### src/rtl/smb_seq_pkg.sv
package smb_seq_pkg;

  typedef enum logic [2:0] {
    K_QUICK = 3'd0,
    K_BYTE  = 3'd1,
    K_BDATA = 3'd2,
    K_WORD  = 3'd3,
    K_BLOCK = 3'd4
  } kind_e;

  typedef enum logic [1:0] {
    RES_OK    = 2'd0,
    RES_NODEV = 2'd1,
    RES_IOERR = 2'd2,
    RES_INVAL = 2'd3
  } res_e;

  typedef enum logic [2:0] {
    S_IDLE,
    S_ADDR,
    S_CMD,
    S_RSTART,
    S_QUICK,
    S_READ,
    S_WRITE
  } state_e;

endpackage

### src/rtl/smb_req_decode.sv
module smb_req_decode
  import smb_seq_pkg::*;
#(
  parameter int MAX_LEN = 32,
  parameter int LEN_W   = 6
) (
  input  logic [2:0]       kind,
  input  logic             rd,
  input  logic [LEN_W-1:0] blk_len,
  output logic [LEN_W-1:0] xfer_len,
  output logic             bad,
  output logic             short_form,
  output logic             cmd_as_data
);

  always_comb begin
    xfer_len    = '0;
    bad         = 1'b0;
    short_form  = 1'b0;
    cmd_as_data = 1'b0;
    case (kind_e'(kind))
      K_QUICK: short_form = 1'b1;
      K_BYTE: begin
        short_form  = 1'b1;
        xfer_len    = LEN_W'(1);
        cmd_as_data = !rd;
      end
      K_BDATA: xfer_len = LEN_W'(1);
      K_WORD:  xfer_len = LEN_W'(2);
      K_BLOCK: begin
        xfer_len = blk_len;
        bad      = (blk_len == '0) || (blk_len > LEN_W'(MAX_LEN));
      end
      default: bad = 1'b1;
    endcase
    if (rd && xfer_len == '0) bad = 1'b1;
  end

endmodule

### src/rtl/smb_evt_timer.sv
module smb_evt_timer #(
  parameter int TMO_CYC = 10_000_000,
  parameter int CNT_W   = 24
) (
  input  logic clk,
  input  logic rst,
  input  logic run,
  input  logic restart,
  output logic expire
);

  logic [CNT_W-1:0] cnt;

  assign expire = run && !restart && (cnt == CNT_W'(TMO_CYC - 1));

  always_ff @(posedge clk) begin
    if (rst || !run || restart) cnt <= '0;
    else if (!expire)           cnt <= cnt + CNT_W'(1);
  end

  // the silence counter never passes the window
  a_r8_window_bound: assert property (@(posedge clk) disable iff (rst)
    run |-> (cnt <= CNT_W'(TMO_CYC - 1)));

endmodule

### src/rtl/smb_phase_fsm.sv
module smb_phase_fsm
  import smb_seq_pkg::*;
#(
  parameter int LEN_W = 6,
  parameter int IDX_W = 5
) (
  input  logic             clk,
  input  logic             rst,
  input  logic             take,
  input  logic             reject,
  input  logic             evt,
  input  logic             expire,
  input  logic             ev_nack,
  input  logic             ev_berr,
  input  logic             ev_master,
  input  logic [7:0]       rx_byte,
  input  logic [6:0]       req_addr,
  input  logic             req_rd,
  input  logic [7:0]       req_cmd,
  input  logic [LEN_W-1:0] xfer_len,
  input  logic             short_form,
  input  logic             cmd_as_data,
  input  logic [7:0]       buf_rdata,
  output logic             busy,
  output logic             eng_start,
  output logic             eng_stop,
  output logic             eng_tx_valid,
  output logic [7:0]       eng_tx_byte,
  output logic             eng_ack,
  output logic             eng_nack_clr,
  output logic [IDX_W-1:0] buf_raddr,
  output logic             buf_we,
  output logic [IDX_W-1:0] buf_waddr,
  output logic [7:0]       buf_wdata,
  output logic             done,
  output logic [1:0]       result,
  output logic             reset_req
);

  state_e           st;
  logic [7:0]       adr_q;
  logic [7:0]       cmd_q;
  logic [LEN_W-1:0] rem_q;
  logic [IDX_W-1:0] idx_q;
  logic             cad_q;

  assign busy      = (st != S_IDLE);
  assign buf_raddr = idx_q;

  always_ff @(posedge clk) begin
    if (rst) begin
      st           <= S_IDLE;
      adr_q        <= '0;
      cmd_q        <= '0;
      rem_q        <= '0;
      idx_q        <= '0;
      cad_q        <= 1'b0;
      eng_start    <= 1'b0;
      eng_stop     <= 1'b0;
      eng_tx_valid <= 1'b0;
      eng_tx_byte  <= '0;
      eng_ack      <= 1'b0;
      eng_nack_clr <= 1'b0;
      buf_we       <= 1'b0;
      buf_waddr    <= '0;
      buf_wdata    <= '0;
      done         <= 1'b0;
      result       <= RES_OK;
      reset_req    <= 1'b0;
    end else begin
      eng_start    <= 1'b0;
      eng_stop     <= 1'b0;
      eng_tx_valid <= 1'b0;
      eng_nack_clr <= 1'b0;
      buf_we       <= 1'b0;
      done         <= 1'b0;
      reset_req    <= 1'b0;
      if (st == S_IDLE) begin
        if (reject) begin
          done   <= 1'b1;
          result <= RES_INVAL;
        end else if (take) begin
          adr_q     <= {req_addr, req_rd};
          cmd_q     <= req_cmd;
          rem_q     <= xfer_len;
          idx_q     <= '0;
          cad_q     <= cmd_as_data;
          eng_ack   <= 1'b0;
          eng_start <= 1'b1;
          st        <= short_form ? S_QUICK : S_ADDR;
        end
      end else if (evt) begin
        if (ev_berr || !ev_master) begin
          done      <= 1'b1;
          result    <= RES_IOERR;
          reset_req <= 1'b1;
          st        <= S_IDLE;
        end else if (ev_nack) begin
          eng_stop     <= 1'b1;
          eng_nack_clr <= 1'b1;
          done         <= 1'b1;
          result       <= RES_NODEV;
          st           <= S_IDLE;
        end else begin
          case (st)
            S_ADDR: begin
              eng_tx_valid <= 1'b1;
              eng_tx_byte  <= {adr_q[7:1], 1'b0};
              st           <= S_CMD;
            end
            S_CMD: begin
              eng_tx_valid <= 1'b1;
              eng_tx_byte  <= cmd_q;
              st           <= adr_q[0] ? S_RSTART : S_WRITE;
            end
            S_RSTART, S_QUICK: begin
              if (st == S_RSTART) eng_start <= 1'b1;
              eng_tx_valid <= 1'b1;
              eng_tx_byte  <= adr_q;
              if (adr_q[0]) begin
                eng_ack <= (rem_q == LEN_W'(1));
                st      <= S_READ;
              end else begin
                st      <= S_WRITE;
              end
            end
            S_READ: begin
              eng_ack   <= (rem_q == LEN_W'(2));
              buf_we    <= 1'b1;
              buf_waddr <= idx_q;
              buf_wdata <= rx_byte;
              idx_q     <= idx_q + IDX_W'(1);
              rem_q     <= rem_q - LEN_W'(1);
              if (rem_q == LEN_W'(1)) begin
                eng_stop <= 1'b1;
                done     <= 1'b1;
                result   <= RES_OK;
                st       <= S_IDLE;
              end
            end
            S_WRITE: begin
              if (rem_q == '0) begin
                eng_stop <= 1'b1;
                done     <= 1'b1;
                result   <= RES_OK;
                st       <= S_IDLE;
              end else begin
                eng_tx_valid <= 1'b1;
                eng_tx_byte  <= cad_q ? cmd_q : buf_rdata;
                idx_q        <= idx_q + IDX_W'(1);
                rem_q        <= rem_q - LEN_W'(1);
              end
            end
            default: st <= S_IDLE;
          endcase
        end
      end else if (expire) begin
        done      <= 1'b1;
        result    <= RES_IOERR;
        reset_req <= 1'b1;
        st        <= S_IDLE;
      end
    end
  end

  // completion is a single-cycle pulse
  a_r10_done_single: assert property (@(posedge clk) disable iff (rst)
    done |=> !done);

  // no request is in flight when completion is reported
  a_r10_done_idle: assert property (@(posedge clk) disable iff (rst)
    done |-> !busy);

  // a missing device never asks for an engine reset
  a_r6_nodev_quiet: assert property (@(posedge clk) disable iff (rst)
    (done && result == RES_NODEV) |-> !reset_req);

  // faults always ask for a reset and never close with STOP
  a_r7_fault_reset: assert property (@(posedge clk) disable iff (rst)
    (done && result == RES_IOERR) |-> (reset_req && !eng_stop));

  // entering a request always begins with START
  a_r2_start_on_entry: assert property (@(posedge clk) disable iff (rst)
    $rose(busy) |-> eng_start);

  // a rejected request never touches the bus
  a_r9_reject_silent: assert property (@(posedge clk) disable iff (rst)
    (done && result == RES_INVAL) |-> (!eng_start && !eng_tx_valid));

  // STOP is issued on its own
  a_r4_stop_alone: assert property (@(posedge clk) disable iff (rst)
    eng_stop |-> (!eng_tx_valid && !eng_start));

  // received bytes are stored only while a request was active
  a_r5_store_in_flight: assert property (@(posedge clk) disable iff (rst)
    buf_we |-> $past(busy));

endmodule

### src/rtl/smb_txn_seq.sv
module smb_txn_seq #(
  parameter  int MAX_LEN = 32,
  parameter  int TMO_CYC = 10_000_000,
  localparam int LEN_W   = $clog2(MAX_LEN + 1),
  localparam int IDX_W   = (MAX_LEN > 1) ? $clog2(MAX_LEN) : 1,
  localparam int CNT_W   = $clog2(TMO_CYC + 1)
) (
  input  logic             clk,
  input  logic             rst,
  input  logic             req_valid,
  input  logic [6:0]       req_addr,
  input  logic             req_rd,
  input  logic [7:0]       req_cmd,
  input  logic [2:0]       req_kind,
  input  logic [LEN_W-1:0] req_len,
  output logic             busy,
  output logic             eng_start,
  output logic             eng_stop,
  output logic             eng_tx_valid,
  output logic [7:0]       eng_tx_byte,
  output logic             eng_ack,
  output logic             eng_nack_clr,
  input  logic             ev_done,
  input  logic             ev_nack,
  input  logic             ev_berr,
  input  logic             ev_master,
  input  logic [7:0]       rx_byte,
  output logic [IDX_W-1:0] buf_raddr,
  input  logic [7:0]       buf_rdata,
  output logic             buf_we,
  output logic [IDX_W-1:0] buf_waddr,
  output logic [7:0]       buf_wdata,
  output logic             done,
  output logic [1:0]       result,
  output logic             reset_req
);

  logic [LEN_W-1:0] xfer_len;
  logic             bad, short_form, cmd_as_data;
  logic             take, reject, evt, expire;

  assign take   = req_valid && !busy && !bad;
  assign reject = req_valid && !busy && bad;
  assign evt    = busy && (ev_done || ev_nack || ev_berr);

  smb_req_decode #(.MAX_LEN(MAX_LEN), .LEN_W(LEN_W)) u_dec (
    .kind        (req_kind),
    .rd          (req_rd),
    .blk_len     (req_len),
    .xfer_len    (xfer_len),
    .bad         (bad),
    .short_form  (short_form),
    .cmd_as_data (cmd_as_data)
  );

  smb_evt_timer #(.TMO_CYC(TMO_CYC), .CNT_W(CNT_W)) u_tmr (
    .clk     (clk),
    .rst     (rst),
    .run     (busy),
    .restart (take || evt),
    .expire  (expire)
  );

  smb_phase_fsm #(.LEN_W(LEN_W), .IDX_W(IDX_W)) u_fsm (
    .clk          (clk),
    .rst          (rst),
    .take         (take),
    .reject       (reject),
    .evt          (evt),
    .expire       (expire),
    .ev_nack      (ev_nack),
    .ev_berr      (ev_berr),
    .ev_master    (ev_master),
    .rx_byte      (rx_byte),
    .req_addr     (req_addr),
    .req_rd       (req_rd),
    .req_cmd      (req_cmd),
    .xfer_len     (xfer_len),
    .short_form   (short_form),
    .cmd_as_data  (cmd_as_data),
    .buf_rdata    (buf_rdata),
    .busy         (busy),
    .eng_start    (eng_start),
    .eng_stop     (eng_stop),
    .eng_tx_valid (eng_tx_valid),
    .eng_tx_byte  (eng_tx_byte),
    .eng_ack      (eng_ack),
    .eng_nack_clr (eng_nack_clr),
    .buf_raddr    (buf_raddr),
    .buf_we       (buf_we),
    .buf_waddr    (buf_waddr),
    .buf_wdata    (buf_wdata),
    .done         (done),
    .result       (result),
    .reset_req    (reset_req)
  );

endmodule

### config.mk
export PLATFORM = sky130hd
export DESIGN_NAME = smb_txn_seq
export DESIGN_NICKNAME = d
export VERILOG_FILES = /design/src/rtl/smb_seq_pkg.sv /design/src/rtl/smb_req_decode.sv /design/src/rtl/smb_evt_timer.sv /design/src/rtl/smb_phase_fsm.sv /design/src/rtl/smb_txn_seq.sv
export SDC_FILE = /design/constraint.sdc
export NUM_CORES = 1
export LEC_CHECK = 0
export ABC_AREA = 1
export BUFFER_PORTS_ARGS = -buffer_cell sky130_fd_sc_hd__buf_2
export CAP_MARGIN = 10
export CORE_ASPECT_RATIO = 1.1
export CORE_MARGIN = 2
export CORE_UTILIZATION = 55
export CTS_CLUSTER_SIZE = 30
export DETAILED_ROUTE_END_ITERATION = 6
export PLACE_DENSITY = 0.79
export SYNTH_ARGS = -nofsm -noshare
export SYNTH_HDL_FRONTEND = slang
export SYNTH_SLANG_ARGS = --single-unit
export TNS_END_PERCENT = 30
### constraint.sdc
create_clock -name clk -period 1.76 [get_ports clk]
set_input_delay 0 -clock clk [delete_from_list [all_inputs] [get_ports clk]]
set_output_delay 0 -clock clk [all_outputs]
set_load 0.1 [all_outputs]
Word-level counts from Yosys, hierarchy flattened
Index checks and enable logic that the tools add are counted.

Register bits after elaboration: 86. Input bits: 48.

$lt $le $gt $ge: 1. Bitwise operators: 5. $add $sub $neg: 3. Reduce and logical (&&, ||, !) cells: 45. Mux-type cells: 77. Eq/ne operators: 24.

Operator list (number): 6-bit two-way mux (7); 5-bit two-way mux (7); 3-bit two-way mux (11); 8-bit case mux with 4 select lines (1); 1-bit two-way mux (31); 24-bit by 1-bit adder with 24-bit output (second input constant) (1); 24-bit equality test (second input constant) (1); 6-bit logical NOT (3); 2-bit two-way mux (9); 6-bit case mux with 3 select lines (1); 8-bit two-way mux (2); 3-bit case mux with 5 select lines (1); 5-bit AND reduction (3); 7-bit AND reduction (2); 3-bit by 2-bit equality test with 1-bit output (second input constant) (4); 3-bit equality test (second input constant) (4); 6-bit by 3-bit != test with 1-bit output (second input constant) (2); 6-bit case mux with 2 select lines (1); 3-bit nonzero test (4); 4-bit OR reduction (3); 5-bit case mux with 2 select lines (1); 2-bit != test (second input constant) (4); 1-bit case mux with 2 select lines (4); 2-bit OR reduction (4); other kinds (21) (44).

Logic depth before layout (Yosys ltp)
Gate-level depths: netlist of run 1.

Depth after elaboration: 15. Mapped depth: 11. Gate-level depth less buffers: 11.

Hierarchy
Synthesis of run 1 repeated with hierarchy kept, for this count alone.

Cells, all modules: 737. Area, all modules: 4675.7 um2.

By module, submodules not included: smb_phase_fsm (cells an instance 447, instances 1, area each 2966.6 um2); smb_evt_timer (cells an instance 238, instances 1, area each 1480.2 um2); smb_req_decode (cells an instance 40, instances 1, area each 182.7 um2); smb_txn_seq (cells an instance 12, instances 1, area each 46.3 um2).

Worst setup path after synthesis of run 1
OpenSTA, ideal clock, no wires.

Path kind: reg-to-reg. Start: register u_fsm.idx_q[0], in the netlist u_fsm.buf_raddr[0]. End: register u_fsm.idx_q[4], in the netlist u_fsm.buf_raddr[4]. Setup slack: -0.209 ns. Arrival time: 1.898 ns. Stages on the path, launching flop included: 7. Clock period less this slack: 1.969 ns. Path buffers: 0. Required time: 1.689 ns. Setup time: 0.071 ns. Cell sequence: dfxtp_1 ha_1 nand3_1 xor2_1 nor2_1 nand3_1 a21oi_1.

Cells in the longest elaborated chain, start to end: 7.

RTL lines: from (decl) (RTL line smb_phase_fsm.sv:44) `logic [IDX_W-1:0] idx_q;`; from (signal assigned) (RTL line smb_phase_fsm.sv:132) `idx_q <= idx_q + IDX_W'(1);`; from (signal assigned) (RTL line smb_phase_fsm.sv:150) `idx_q <= idx_q + IDX_W'(1);`; 5-bit by 1-bit adder with 5-bit output (*) (RTL line smb_phase_fsm.sv:132, smb_phase_fsm.sv:150); 5-bit two-way mux (RTL line smb_phase_fsm.sv:142) `if (rem_q == '0) begin`; 5-bit case mux with 2 select lines (*) (RTL line smb_phase_fsm.sv:105) `case (st)`; 5-bit two-way mux (*) (RTL line smb_phase_fsm.sv:98) `end else if (ev_nack) begin`; 5-bit two-way mux (*) (RTL line smb_phase_fsm.sv:93) `if (ev_berr || !ev_master) begin`; 5-bit two-way mux (*) (RTL line smb_phase_fsm.sv:92) `end else if (evt) begin`; 5-bit two-way mux (*) (RTL line smb_phase_fsm.sv:78) `if (st == S_IDLE) begin`.

Every way passes the cells marked *; elsewhere a longest branch is shown, timed or not. The select of a mux whose other input is x is not followed. A chain may end at the register's enable or synchronous reset.

Worst setup path in the final report of run 1
Start: register u_tmr.cnt[3]. End: register u_tmr.cnt[19].

Cells in the longest elaborated chain, start to end: 2. Elaborated cells on any way between the ends: 3. Those cells by class: add/sub (1); eq/ne (1); reduce/logical (1).

RTL lines: from (decl) (RTL line smb_evt_timer.sv:12) `logic [CNT_W-1:0] cnt;`; from (signal assigned) (RTL line smb_evt_timer.sv:18) `else if (!expire) cnt <= cnt + CNT_W'(1);`; parallel branches: the longest is 2 deep, another holds 24-bit by 1-bit adder with 24-bit output.

Parallel ways; which one is timed is not known.

==> impl_metrics.py, run 1 <==
metrics = {
    "global_routing": {
        "antenna_found_initial": 0,
        "grt_pass1_wl_um": 18500,
        "use_met2": 0.475,
        "grtUsageMet3": 0.0408,
        "overflow": 0,
        "busiest_layer": "met2",
        "grt_util_met1": 0.304,
        "grt_start_max_net_pins": 23,
        "track_usage": 0.266,
        "grt_pass1_vias": 4278,
    },
    "logic_synthesis": {
        "synth.distinct_cells": 45,
        "synth_common_cells": "nand2_1, nor2_1, dfxtp_1",
        "synth_async_sr_flop_share": 0,
        "synth_seq_cells": 86,
        "syn_area_um2": 4360,
        "synth_edf_count": 0,
        "yosysTopAreaCell": "dfxtp_1",
        "yosysSeqAreaShare": 0.395,
        "syn_inst": 620,
        "synth_top_area_frac": 0.395,
        "syn_nets": 673,
        "ys.flop_type": "dfxtp_1",
        "avgSynthCellArea_um2": 7.03,
        "synth_area_leaders": "dfxtp_1, nand2_1, nor2_1",
        "synth.most_common_cell": "nand2_1",
        "yosys_warnings": 0,
    },
    "sta": {
        "slew-limit-headroom": 0.638,
        "fmax_mhz": 589,
        "clock_skew_ns": 0.0137,
        "fin_crit_ns": 1.70,
        "rsz0062_at_grt": "yes",
        "setup_violations": 0,
        "fin_crit_sh": 0.965,
        "tightest_slew_ns": 0.539,
        "final_hold_viol_count": 0,
        "drv_slew": 0,
        "setup_ws_ns": 0.0618,
    },
    "place": {
        "dpl.hpwl_um": 8020,
        "portBuffers": 84,
        "place.gp.congestion": 0.887,
        "place_ws_ns": 0.00847,
        "placedCellCount": 814,
    },
    "setup_path": {
        "r2r_setup_slack_ns": 0.06,
        "cp_slowest_cell": "dfxtp_1",
        "critical_path.startpoint_type": "register",
        "cp.required_ns": 2.04,
        "critPathMaxStageDelay_ns": 0.43,
        "critPathBufInv": 1,
        "rr_endpoint": "u_tmr.cnt[19]$_SDFFE_PP0N_",
        "cp_top_family": "simple AND/OR/NAND/NOR gates",
        "r2r_start": "u_tmr.cnt[3]$_SDFFE_PP0N_",
        "crit_fanout": 4,
        "timing_worst_setup_path_type": "register to register",
        "r2r_cells": 7,
        "cp_cell_sequence": "nand2_1, nor3_2, nand2_1, nor3_1, inv_1, or2_2, a21oi_1",
        "path_common_cell": "nand2_1",
        "end_kind": "register",
        "arrival_ns": 1.98,
    },
    "power_and_ir_drop": {
        "power.internal_mw": 4.09,
        "power.switching_mw": 3.54,
        "p_per_area_nw_per_um2": 1390,
        "comb_power_share": 0.514,
        "leakagePower_nw": 2.39,
        "pwr-share-clk": 0.172,
        "seqPwrFrac": 0.313,
        "switching_share": 0.463,
        "ir_worst_vdd_mv": 0.695,
    },
    "layout": {
        "antennaDiodeCount": 0,
        "fill_cells": 640,
        "area_delta_synth_final_pct": 26.3,
        "final_cells": 854,
        "layout-drive-gt1-share": 0.244,
        "fin_nets": 796,
    },
    "die": {
        "fp-row-count": 34,
        "ioPinCount": 85,
        "die_h_um": 97.4,
        "core_um2": 7780,
        "start_util": 0.560,
        "dieWidth_um": 88.9,
        "dieArea_um2": 8650,
    },
    "detailed_routing": {
        "viasPerCell": 5.37,
        "firstDrtPassIters": 5,
        "drt_iter0_markers": 290,
        "drt-total-wl_um": 11600,
        "post-route-drc-count": 0,
        "antenna_left": 0,
        "vias": 4583,
        "wl_per_cell_um": 13.6,
    },
    "clocking": {
        "cts_tree": "done",
        "clk_latency_ns": 0.36,
        "cts_root_buf": "clkbuf_8",
        "htreeDepth": 3,
        "cts_num_sinks": 86,
        "cts_made_buffers": 9,
        "cts_buffer_depth": 2,
        "path_clk_slew_ns": 0.09,
    },
    "flow_run": {
        "drv_cap": 0,
    },
    "worst_hold_path": {
        "min_from": "buf_rdata[0]",
        "min-delay-path-class": "input port to register",
        "hold_end": "u_fsm.eng_tx_byte[0]$_SDFFE_PP0P_",
        "worstHoldPathCells": 5,
    },
    "outcome": {
        "status": "finished clean",
    },
}
[through the flow]
stage | hold slack [ns] | setup TNS (ns) | total power, mW | instance area [um^2] | utilization
finish | 0.0117 | 0 | 7.63 | 5510 | 0.707
global route | 0.0446 | -0.212 | 8.11 | 5510 | 0.707
CTS | 0.0131 | 0 | 7.41 | 5380 | 0.691
detailed placement | 0.260 | 0 | 6.06 | 4960 | 0.637
global placement | 0.251 | 0 | 5.98 | 4960 | 0.637
floorplan | 0.0768 | 0 | 5.28 | 4360 | -
[final cells by class]
cell class                      instances  area [um^2]  area share
Multi-Input combinational cell        435         2320       0.421
Clock inverter                          4         50.0     0.00909
Sequential cell                        86         1730       0.315
Clock buffer                           10          128      0.0232
Inverter                               81          312      0.0566
Tap cell                              108          135      0.0245
Timing Repair Buffer                  130          830       0.151
[registers in the layout, indices dropped and copies added, names as in the netlist, 2 cells and up]
register	count
u_fsm.buf_wdata	8
u_fsm.buf_waddr	5
u_fsm.buf_raddr	5
u_fsm.st	3
u_tmr.cnt	24
u_fsm.eng_tx_byte	8
u_fsm.rem_q	6
u_fsm.cmd_q	8
u_fsm.result	2
u_fsm.adr_q	8
[worst max-delay path by stage]
stage / from / endpoint / slack, ns / depth (start not counted)
floorplan: u_fsm.buf_raddr[2]$_SDFFE_PP0P_ / u_fsm.buf_raddr[4]$_SDFFE_PP0P_ / 0.01 / 5
global placement: u_fsm.st[1]$_SDFFE_PP0P_ / u_fsm.result[1]$_SDFFE_PP0P_ / 0.04 / 11
detailed placement: u_fsm.st[1]$_SDFFE_PP0P_ / u_fsm.result[1]$_SDFFE_PP0P_ / 0.008 / 11
CTS: u_fsm.st[0]$_SDFFE_PP0P_ / u_tmr.cnt[4]$_SDFFE_PP0N_ / 0.003 / 9
global route: u_tmr.cnt[3]$_SDFFE_PP0N_ / u_tmr.cnt[15]$_SDFFE_PP0N_ / -0.04 / 7
finish: u_tmr.cnt[3]$_SDFFE_PP0N_ / u_tmr.cnt[19]$_SDFFE_PP0N_ / 0.06 / 7
[per-layer routing]
layer | vias to the layer above | share of wire
li1 | 2285 | -
met1 | 2113 | 0.39
met2 | 156 | 0.53
met3 | 29 | 0.048
met4 | 0 | 0.025
met5 | - | 0
[cells by family (layout without fill, tap and decap cells)]
group | Yosys count | in the layout | synth area share
XOR/XNOR | 12 | 12 | 0.0241
buffers and inverters | 99 | 225 | 0.0962
flip-flops | 86 | 86 | 0.395
AND/OR/NAND/NOR | 285 | 285 | 0.306
AO/OA/AOI/OAI | 133 | 133 | 0.165
adder cells (fa/ha/maj) | 5 | 5 | 0.0144
[power by group through the flow]
| stage | registers [mW] | logic (mW) | clock network [mW] |
|---|---|---|---|
| 6_report | 2.39 | 3.92 | 1.31 |
| 5_1_grt | 2.43 | 4.27 | 1.42 |
| 4_1_cts | 2.37 | 3.71 | 1.33 |
| 3_5_place_dp | 2.41 | 3.64 | 0 |
| 3_3_place_gp | 2.40 | 3.58 | 0 |
| 2_1_floorplan | 2.85 | 2.43 | 0 |
[repair_timing]
item / CTS / global route
gates resized for setup: 3 / 37
hold buffers: 24 / 0
pin swaps: 0 / 7
endpoints found under the setup margin: 4 / 69
endpoints found under the hold margin: 24 / 0
cloned: 0 / 1
setup buffers: 0 / 1
[worst min-delay path: cells and delay by family]
family	cells	cell delay (ns)
simple gates	2	0.13
buf+inv	1	0.08
compound gates	2	0.11
[cells in the final DEF, fill, tap and decap left out, drive strengths merged, types with 4 or more instances in the layout]
cell type and count:
nand3 53, nand4 14, xor2 10, ha 5, o21ai 55, clkbuf 10, dlygate4sd3 24, or2 10
dfxtp 86, a21oi 64, inv 80, a31oi 4, nand2 96, buf 106, nor2 94, nor3 13
Power figures use the tool's default switching activity.
==> inputs of run 2 (changes only) <==
--- a/config.mk
+++ b/config.mk
@@ -10,11 +10,12 @@
 export CAP_MARGIN = 10
 export CORE_ASPECT_RATIO = 1.1
 export CORE_MARGIN = 2
-export CORE_UTILIZATION = 55
+export CORE_UTILIZATION = 56
 export CTS_CLUSTER_SIZE = 30
 export DETAILED_ROUTE_END_ITERATION = 6
 export PLACE_DENSITY = 0.79
 export SYNTH_ARGS = -nofsm -noshare
 export SYNTH_HDL_FRONTEND = slang
+export SYNTH_HIERARCHICAL = 1
 export SYNTH_SLANG_ARGS = --single-unit
 export TNS_END_PERCENT = 30
==> impl_metrics.py, run 2 <==
metrics = {
    "outcome": {
        "status": "finished, violations left",
        "violations": "negative setup slack",
    },
    "place": {
        "place.gp.congestion": 0.979,
        "dpl.hpwl_um": 10200,
        "placedCellCount": 965,
        "place_ws_ns": -0.162,
        "portBuffers": 84,
        "dpl_cell_area_um2": 5630,
    },
    "sta": {
        "setup_violations": 11,
        "fin_crit_sh": 1.08,
        "fin_crit_ns": 1.90,
        "slew-limit-headroom": 0.669,
        "setup_ws_ns": -0.145,
        "drv_slew": 0,
        "rsz0062_at_grt": "yes",
        "fmax_mhz": 525,
        "fin_setup_tns_ns": -0.687,
        "final_hold_viol_count": 0,
        "holdWs_ns": 0.0557,
        "clock_skew_ns": 0.0141,
        "tightest_slew_ns": 0.496,
    },
    "die": {
        "dieWidth_um": 91.1,
        "dieArea_um2": 9100,
        "fp-row-count": 34,
        "ioPinCount": 85,
        "core_um2": 8000,
        "start_util": 0.585,
        "die_h_um": 99.8,
    },
    "clocking": {
        "htreeDepth": 3,
        "clk_latency_ns": 0.36,
        "cts_buffer_depth": 2,
        "cts_root_buf": "clkbuf_8",
        "cts_made_buffers": 9,
        "cts_num_sinks": 86,
        "cts_tree": "done",
        "path_clk_slew_ns": 0.10,
    },
    "logic_synthesis": {
        "synth_simple_gate_area_frac": 0.405,
        "muxShareOfSynthArea": 0,
        "synth.distinct_cells": 37,
        "syn_nets": 791,
        "synth_area_leaders": "dfxtp_1, nand2_1, nor2_1",
        "yosys_warnings": 6,
        "syn_area_um2": 4680,
        "synth_top_area_frac": 0.368,
        "synthAdderAreaFrac": 0.0161,
        "synth_edf_count": 0,
        "synth-compound-area-share": 0.109,
        "synth_seq_cells": 86,
        "ys.flop_type": "dfxtp_1",
        "synth_async_sr_flop_share": 0,
        "synth_common_cells": "nand2_1, nor2_1, dfxtp_1",
        "synth.most_common_cell": "nand2_1",
        "yosysSeqAreaShare": 0.368,
        "syn_inst": 737,
        "synth_top_family_by_area": "simple AND/OR/NAND/NOR gates",
        "synth_xor_area_frac": 0.0187,
        "avgSynthCellArea_um2": 6.34,
        "yosysTopAreaCell": "dfxtp_1",
    },
    "detailed_routing": {
        "dr.max_layer_used": "met4",
        "drt_iter0_markers": 301,
        "dr_wl_met3_um": 817,
        "wl_met1_um": 5910,
        "post-route-drc-count": 0,
        "met2_length_um": 7140,
        "antenna_left": 0,
        "wl_per_cell_um": 13.8,
        "firstDrtPassIters": 7,
        "vias": 5291,
        "drt-total-wl_um": 14100,
        "viasPerCell": 5.19,
    },
    "layout": {
        "layout-drive-gt1-share": 0.266,
        "area_delta_synth_final_pct": 35.5,
        "final_cell_mix": "nand2_1, nor2_1, buf_2",
        "antennaDiodeCount": 0,
        "largest_register_ffs": 24,
        "final_cells": 1019,
        "final_common_cell": "nand2_1",
        "utilization": 0.792,
        "final_area_um2": 6340,
        "fin_nets": 960,
        "regMostFlops": "u_tmr/cnt",
    },
    "worst_hold_path": {
        "min_from": "buf_rdata[6]",
        "hold_end": "u_fsm/eng_tx_byte[6]$_SDFFE_PP0P_",
        "worstHoldPathCells": 7,
        "min-delay-path-class": "input port to register",
    },
    "setup_path": {
        "rr_endpoint": "u_fsm/result[0]$_SDFFE_PP0P_",
        "crit_fanout": 5,
        "arrival_ns": 2.16,
        "r2r_start": "u_fsm/st[1]$_SDFFE_PP0P_",
        "r2r_cells": 17,
        "critical_path.startpoint_type": "register",
        "cp.required_ns": 2.01,
        "r2r_setup_slack_ns": -0.14,
        "timing_worst_setup_path_type": "register to register",
        "end_kind": "register",
    },
    "power_and_ir_drop": {
        "comb_power_share": 0.502,
        "ir_worst_vdd_mv": 1.45,
        "p_per_area_nw_per_um2": 1160,
        "pwr-share-clk": 0.185,
        "seqPwrFrac": 0.313,
        "leakagePower_nw": 2.81,
        "switching_share": 0.457,
        "power.switching_mw": 3.36,
        "power.internal_mw": 3.99,
        "p_total_mw": 7.34,
    },
    "flow_run": {
        "drv_cap": 0,
    },
    "global_routing": {
        "grt_pass1_wl_um": 22300,
        "antenna_found_initial": 0,
        "track_usage": 0.303,
        "grt_start_max_net_pins": 39,
        "grt_pass1_vias": 4877,
        "overflow": 0,
    },
}
==> run 2: logic make-up (layout without fill, tap and decap cells) <==
kind of cell,after synthesis,in the layout
AO/OA/AOI/OAI,96,96
XOR/XNOR,10,10
adder cells (fa/ha/maj),6,6
buffers and inverters,96,270
flip-flops,86,86
AND/OR/NAND/NOR,443,443
==> run 2: area by class of cell <==
class / count / area (um^2)
multi-input cells: 555 / 2740
well taps: 108 / 135
clock inverters: 6 / 53.8
inverters: 78 / 304
flip-flops and latches: 86 / 1740
fillers: 650 / 1660
repair buffers: 176 / 1230
clock buffers: 10 / 138
==> run 2: how the worst max path moves through the flow <==
stage / from / to / cells past startpoint
2_1_floorplan: u_fsm/st[1]$_SDFFE_PP0P_ / u_fsm/result[0]$_SDFFE_PP0P_ / 18
3_3_place_gp: req_kind[0] / u_fsm/result[1]$_SDFFE_PP0P_ / 24
3_5_place_dp: req_kind[0] / u_fsm/result[0]$_SDFFE_PP0P_ / 24
4_1_cts: u_fsm/st[0]$_SDFFE_PP0P_ / u_fsm/result[0]$_SDFFE_PP0P_ / 17
5_1_grt: u_fsm/st[1]$_SDFFE_PP0P_ / u_fsm/result[0]$_SDFFE_PP0P_ / 17
6_report: u_fsm/st[1]$_SDFFE_PP0P_ / u_fsm/result[0]$_SDFFE_PP0P_ / 17
==> run 2: worst max-delay path, cell delays in order (launching register included) <==
cell and delay (ns):
dfxtp_4 0.36, nor2_4 0.16, nand2_8 0.09, nor2_2 0.08, nand2_1 0.07, nand2_1 0.06
inv_1 0.04, nand2_2 0.06, nor2_2 0.04, nand3_2 0.07, nor2_4 0.04, or2_4 0.26
nand2_4 0.08, nand2_4 0.06, o21ai_2 0.08, nor2_1 0.08, nor2_1 0.09, nor2_1 0.06
==> run 2: per-layer routing <==
layer	track usage	vias up
met2	0.548	186
met1	0.377	2432
met4	0.100	0
li1	-	2653
met5	0	-
met3	0.0360	20
==> run 2: repair_timing <==
| item | CTS | global route |
|---|---|---|
| hold endpoints to repair | 28 | 0 |
| hold buffers | 28 | 0 |
| buffers inserted | 3 | 7 |
| endpoints found under the setup margin | 31 | 50 |
| pin swaps | 4 | 15 |
| cloned | 0 | 0 |
| resized for setup | 4 | 41 |
==> run 2: power groups by stage <==
stage / Sequential [mW] / Combinational [mW] / Clock, mW
final: 2.30 / 3.69 / 1.36
after global routing: 2.33 / 3.97 / 1.45
after CTS: 2.30 / 3.32 / 1.38
after detailed placement: 2.35 / 3.19 / 0
after global placement: 2.34 / 3.12 / 0
after floorplan: 2.77 / 1.98 / 0
==> inputs of run 3 (changes only) <==
--- a/config.mk
+++ b/config.mk
@@ -9,7 +9,6 @@
 export BUFFER_PORTS_ARGS = -buffer_cell sky130_fd_sc_hd__buf_2
 export CAP_MARGIN = 10
 export CORE_ASPECT_RATIO = 1.1
-export CORE_MARGIN = 2
 export CORE_UTILIZATION = 56
 export CTS_CLUSTER_SIZE = 30
 export DETAILED_ROUTE_END_ITERATION = 6
==> impl_metrics.py, run 3 (synthesized netlist as in run 2, its figures left out) <==
metrics = {
    "outcome": {
        "status": "finished, violations left",
        "violations": "negative setup slack",
    },
    "layout": {
        "area_delta_synth_final_pct": 32.2,
        "fin_nets": 952,
        "antennaDiodeCount": 0,
        "layout-drive-gt1-share": 0.245,
        "final_cells": 1010,
        "final_cell_mix": "nand2_1, nor2_1, buf_2",
        "final_common_cell": "nand2_1",
        "regMostFlops": "u_tmr/cnt",
        "fill_cells": 651,
        "largest_register_ffs": 24,
    },
    "clocking": {
        "htreeDepth": 3,
        "cts_num_sinks": 86,
        "clk_latency_ns": 0.36,
        "cts_root_buf": "clkbuf_8",
        "path_clk_slew_ns": 0.09,
        "cts_tree": "done",
        "cts_buffer_depth": 2,
        "cts_made_buffers": 9,
    },
    "sta": {
        "slew-limit-headroom": 0.669,
        "holdWs_ns": 0.0335,
        "setup_ws_ns": -0.115,
        "drv_slew": 0,
        "tightest_slew_ns": 0.499,
        "rsz0062_at_grt": "yes",
        "clock_skew_ns": 0.0108,
        "fin_crit_ns": 1.88,
        "fin_crit_sh": 1.07,
        "fmax_mhz": 533,
        "final_hold_viol_count": 0,
        "setup_violations": 13,
    },
    "detailed_routing": {
        "wl_per_cell_um": 13.4,
        "drt_iter0_markers": 241,
        "post-route-drc-count": 0,
        "vias": 5264,
        "antenna_left": 0,
        "drt-total-wl_um": 13600,
        "firstDrtPassIters": 5,
        "viasPerCell": 5.21,
    },
    "global_routing": {
        "grt_start_max_net_pins": 23,
        "track_usage": 0.324,
        "grt_pass1_wl_um": 22100,
        "antenna_found_initial": 0,
        "overflow": 0,
        "grt_pass1_vias": 4981,
    },
    "setup_path": {
        "critical_path.startpoint_type": "register",
        "timing_worst_setup_path_type": "register to register",
        "cp.required_ns": 2.02,
        "arrival_ns": 2.14,
        "end_kind": "register",
        "crit_fanout": 5,
    },
    "power_and_ir_drop": {
        "leakagePower_nw": 2.77,
        "switching_share": 0.440,
        "p_per_area_nw_per_um2": 1190,
        "seqPwrFrac": 0.315,
        "pwr-share-clk": 0.212,
        "comb_power_share": 0.473,
        "ir_worst_vdd_mv": 1.55,
        "power.switching_mw": 3.23,
        "power.internal_mw": 4.11,
    },
    "die": {
        "start_util": 0.585,
        "die_h_um": 97.8,
        "ioPinCount": 85,
        "dieArea_um2": 8720,
        "core_um2": 8000,
        "dieWidth_um": 89.1,
        "fp-row-count": 34,
    },
    "place": {
        "placedCellCount": 964,
        "place_ws_ns": -0.189,
        "portBuffers": 84,
        "place.gp.congestion": 0.956,
        "dpl.hpwl_um": 9580,
    },
    "flow_run": {
        "drv_cap": 0,
    },
    "worst_hold_path": {
        "min-delay-path-class": "input port to register",
    },
}
run 3: cell types whose count changed in the layout (fill, tap and decap cells not counted), moves of 3 or more:
| cell | delta |
|---|---|
| o21ai_1 | -3 |
| buf_6 | -4 |
| nand2_2 | +3 |
| o21ai_0 | +3 |
| nor3_2 | -3 |
| a21oi_1 | +8 |
| a21oi_2 | -8 |
| nor3_1 | +3 |
run 3: repair_timing:
| action | 4_1_cts | 5_1_grt |
|---|---|---|
| resized for setup | 13 | 6 |
| endpoints found under the setup margin | 30 | 47 |
| endpoints found under the hold margin | 27 | 0 |
| hold buffers | 27 | 0 |
| buffers inserted | 0 | 4 |
| pin swaps | 3 | 6 |
run 3: area by class of cell:
cell class,count,area [um^2],share of cell area
Clock buffer,9,124,0.0200
Clock inverter,6,95.1,0.0154
Inverter,78,299,0.0484
Multi-Input combinational cell,555,2660,0.431
Sequential cell,86,1740,0.281
Tap cell,108,135,0.0219
Timing Repair Buffer,168,1130,0.183
run 3: worst max-delay path, stage by stage, from the launching register on:
cell,delay (ns)
dfxtp_4,0.36
nor2_4,0.18
nand2_8,0.08
nor2_2,0.07
nand2_1,0.07
nand2_1,0.06
inv_1,0.04
nand2_2,0.06
nor2_2,0.04
nand3_2,0.07
nor2_4,0.04
or2_4,0.26
nand2_4,0.08
nand2_4,0.06
o21ai_2,0.08
nor2_2,0.06
nor2_1,0.11
nor2_1,0.05
run 3: stage by stage:
step	util	cell area, um^2	TNS [ns]	total power, mW
floorplan	-	4760	-2.17	4.75
global placement	0.701	5610	-0.0926	5.44
detailed placement	0.701	5610	-2.33	5.53
CTS	0.768	6140	-0.325	7.24
global route	0.773	6180	-3.19	7.76
finish	0.773	6180	-0.607	7.34
run 3: final timing paths:
| kind | cells past startpoint | slack (ns) | end | from |
|---|---|---|---|---|
| worst max register to register | 17 | -0.12 | u_fsm/result[0]$_SDFFE_PP0P_ | u_fsm/st[1]$_SDFFE_PP0P_ |
| worst min-delay path | 2 | 0.03 | u_fsm/eng_tx_byte[0]$_SDFFE_PP0P_ | rst |
| worst min register to register | 2 | 0.46 | u_fsm/cad_q$_SDFFE_PP0P_ | u_fsm/cad_q$_SDFFE_PP0P_ |
| worst max-delay path | 17 | -0.12 | u_fsm/result[0]$_SDFFE_PP0P_ | u_fsm/st[1]$_SDFFE_PP0P_ |
run 3: per-layer routing:
metal	vias to the layer above	GRT usage	routed length, um
met5	-	0	0
li1	2638	-	-
met3	50	0.0482	794
met4	0	0.170	572
met2	194	0.563	6830
met1	2382	0.376	5380
run 3: power groups by stage:
stage	Sequential, mW	Combinational [mW]	Clock [mW]
3_3_place_gp	2.34	3.10	0
2_1_floorplan	2.77	1.98	0
4_1_cts	2.31	3.36	1.58
5_1_grt	2.33	3.77	1.66
6_report	2.31	3.47	1.56
3_5_place_dp	2.35	3.18	0
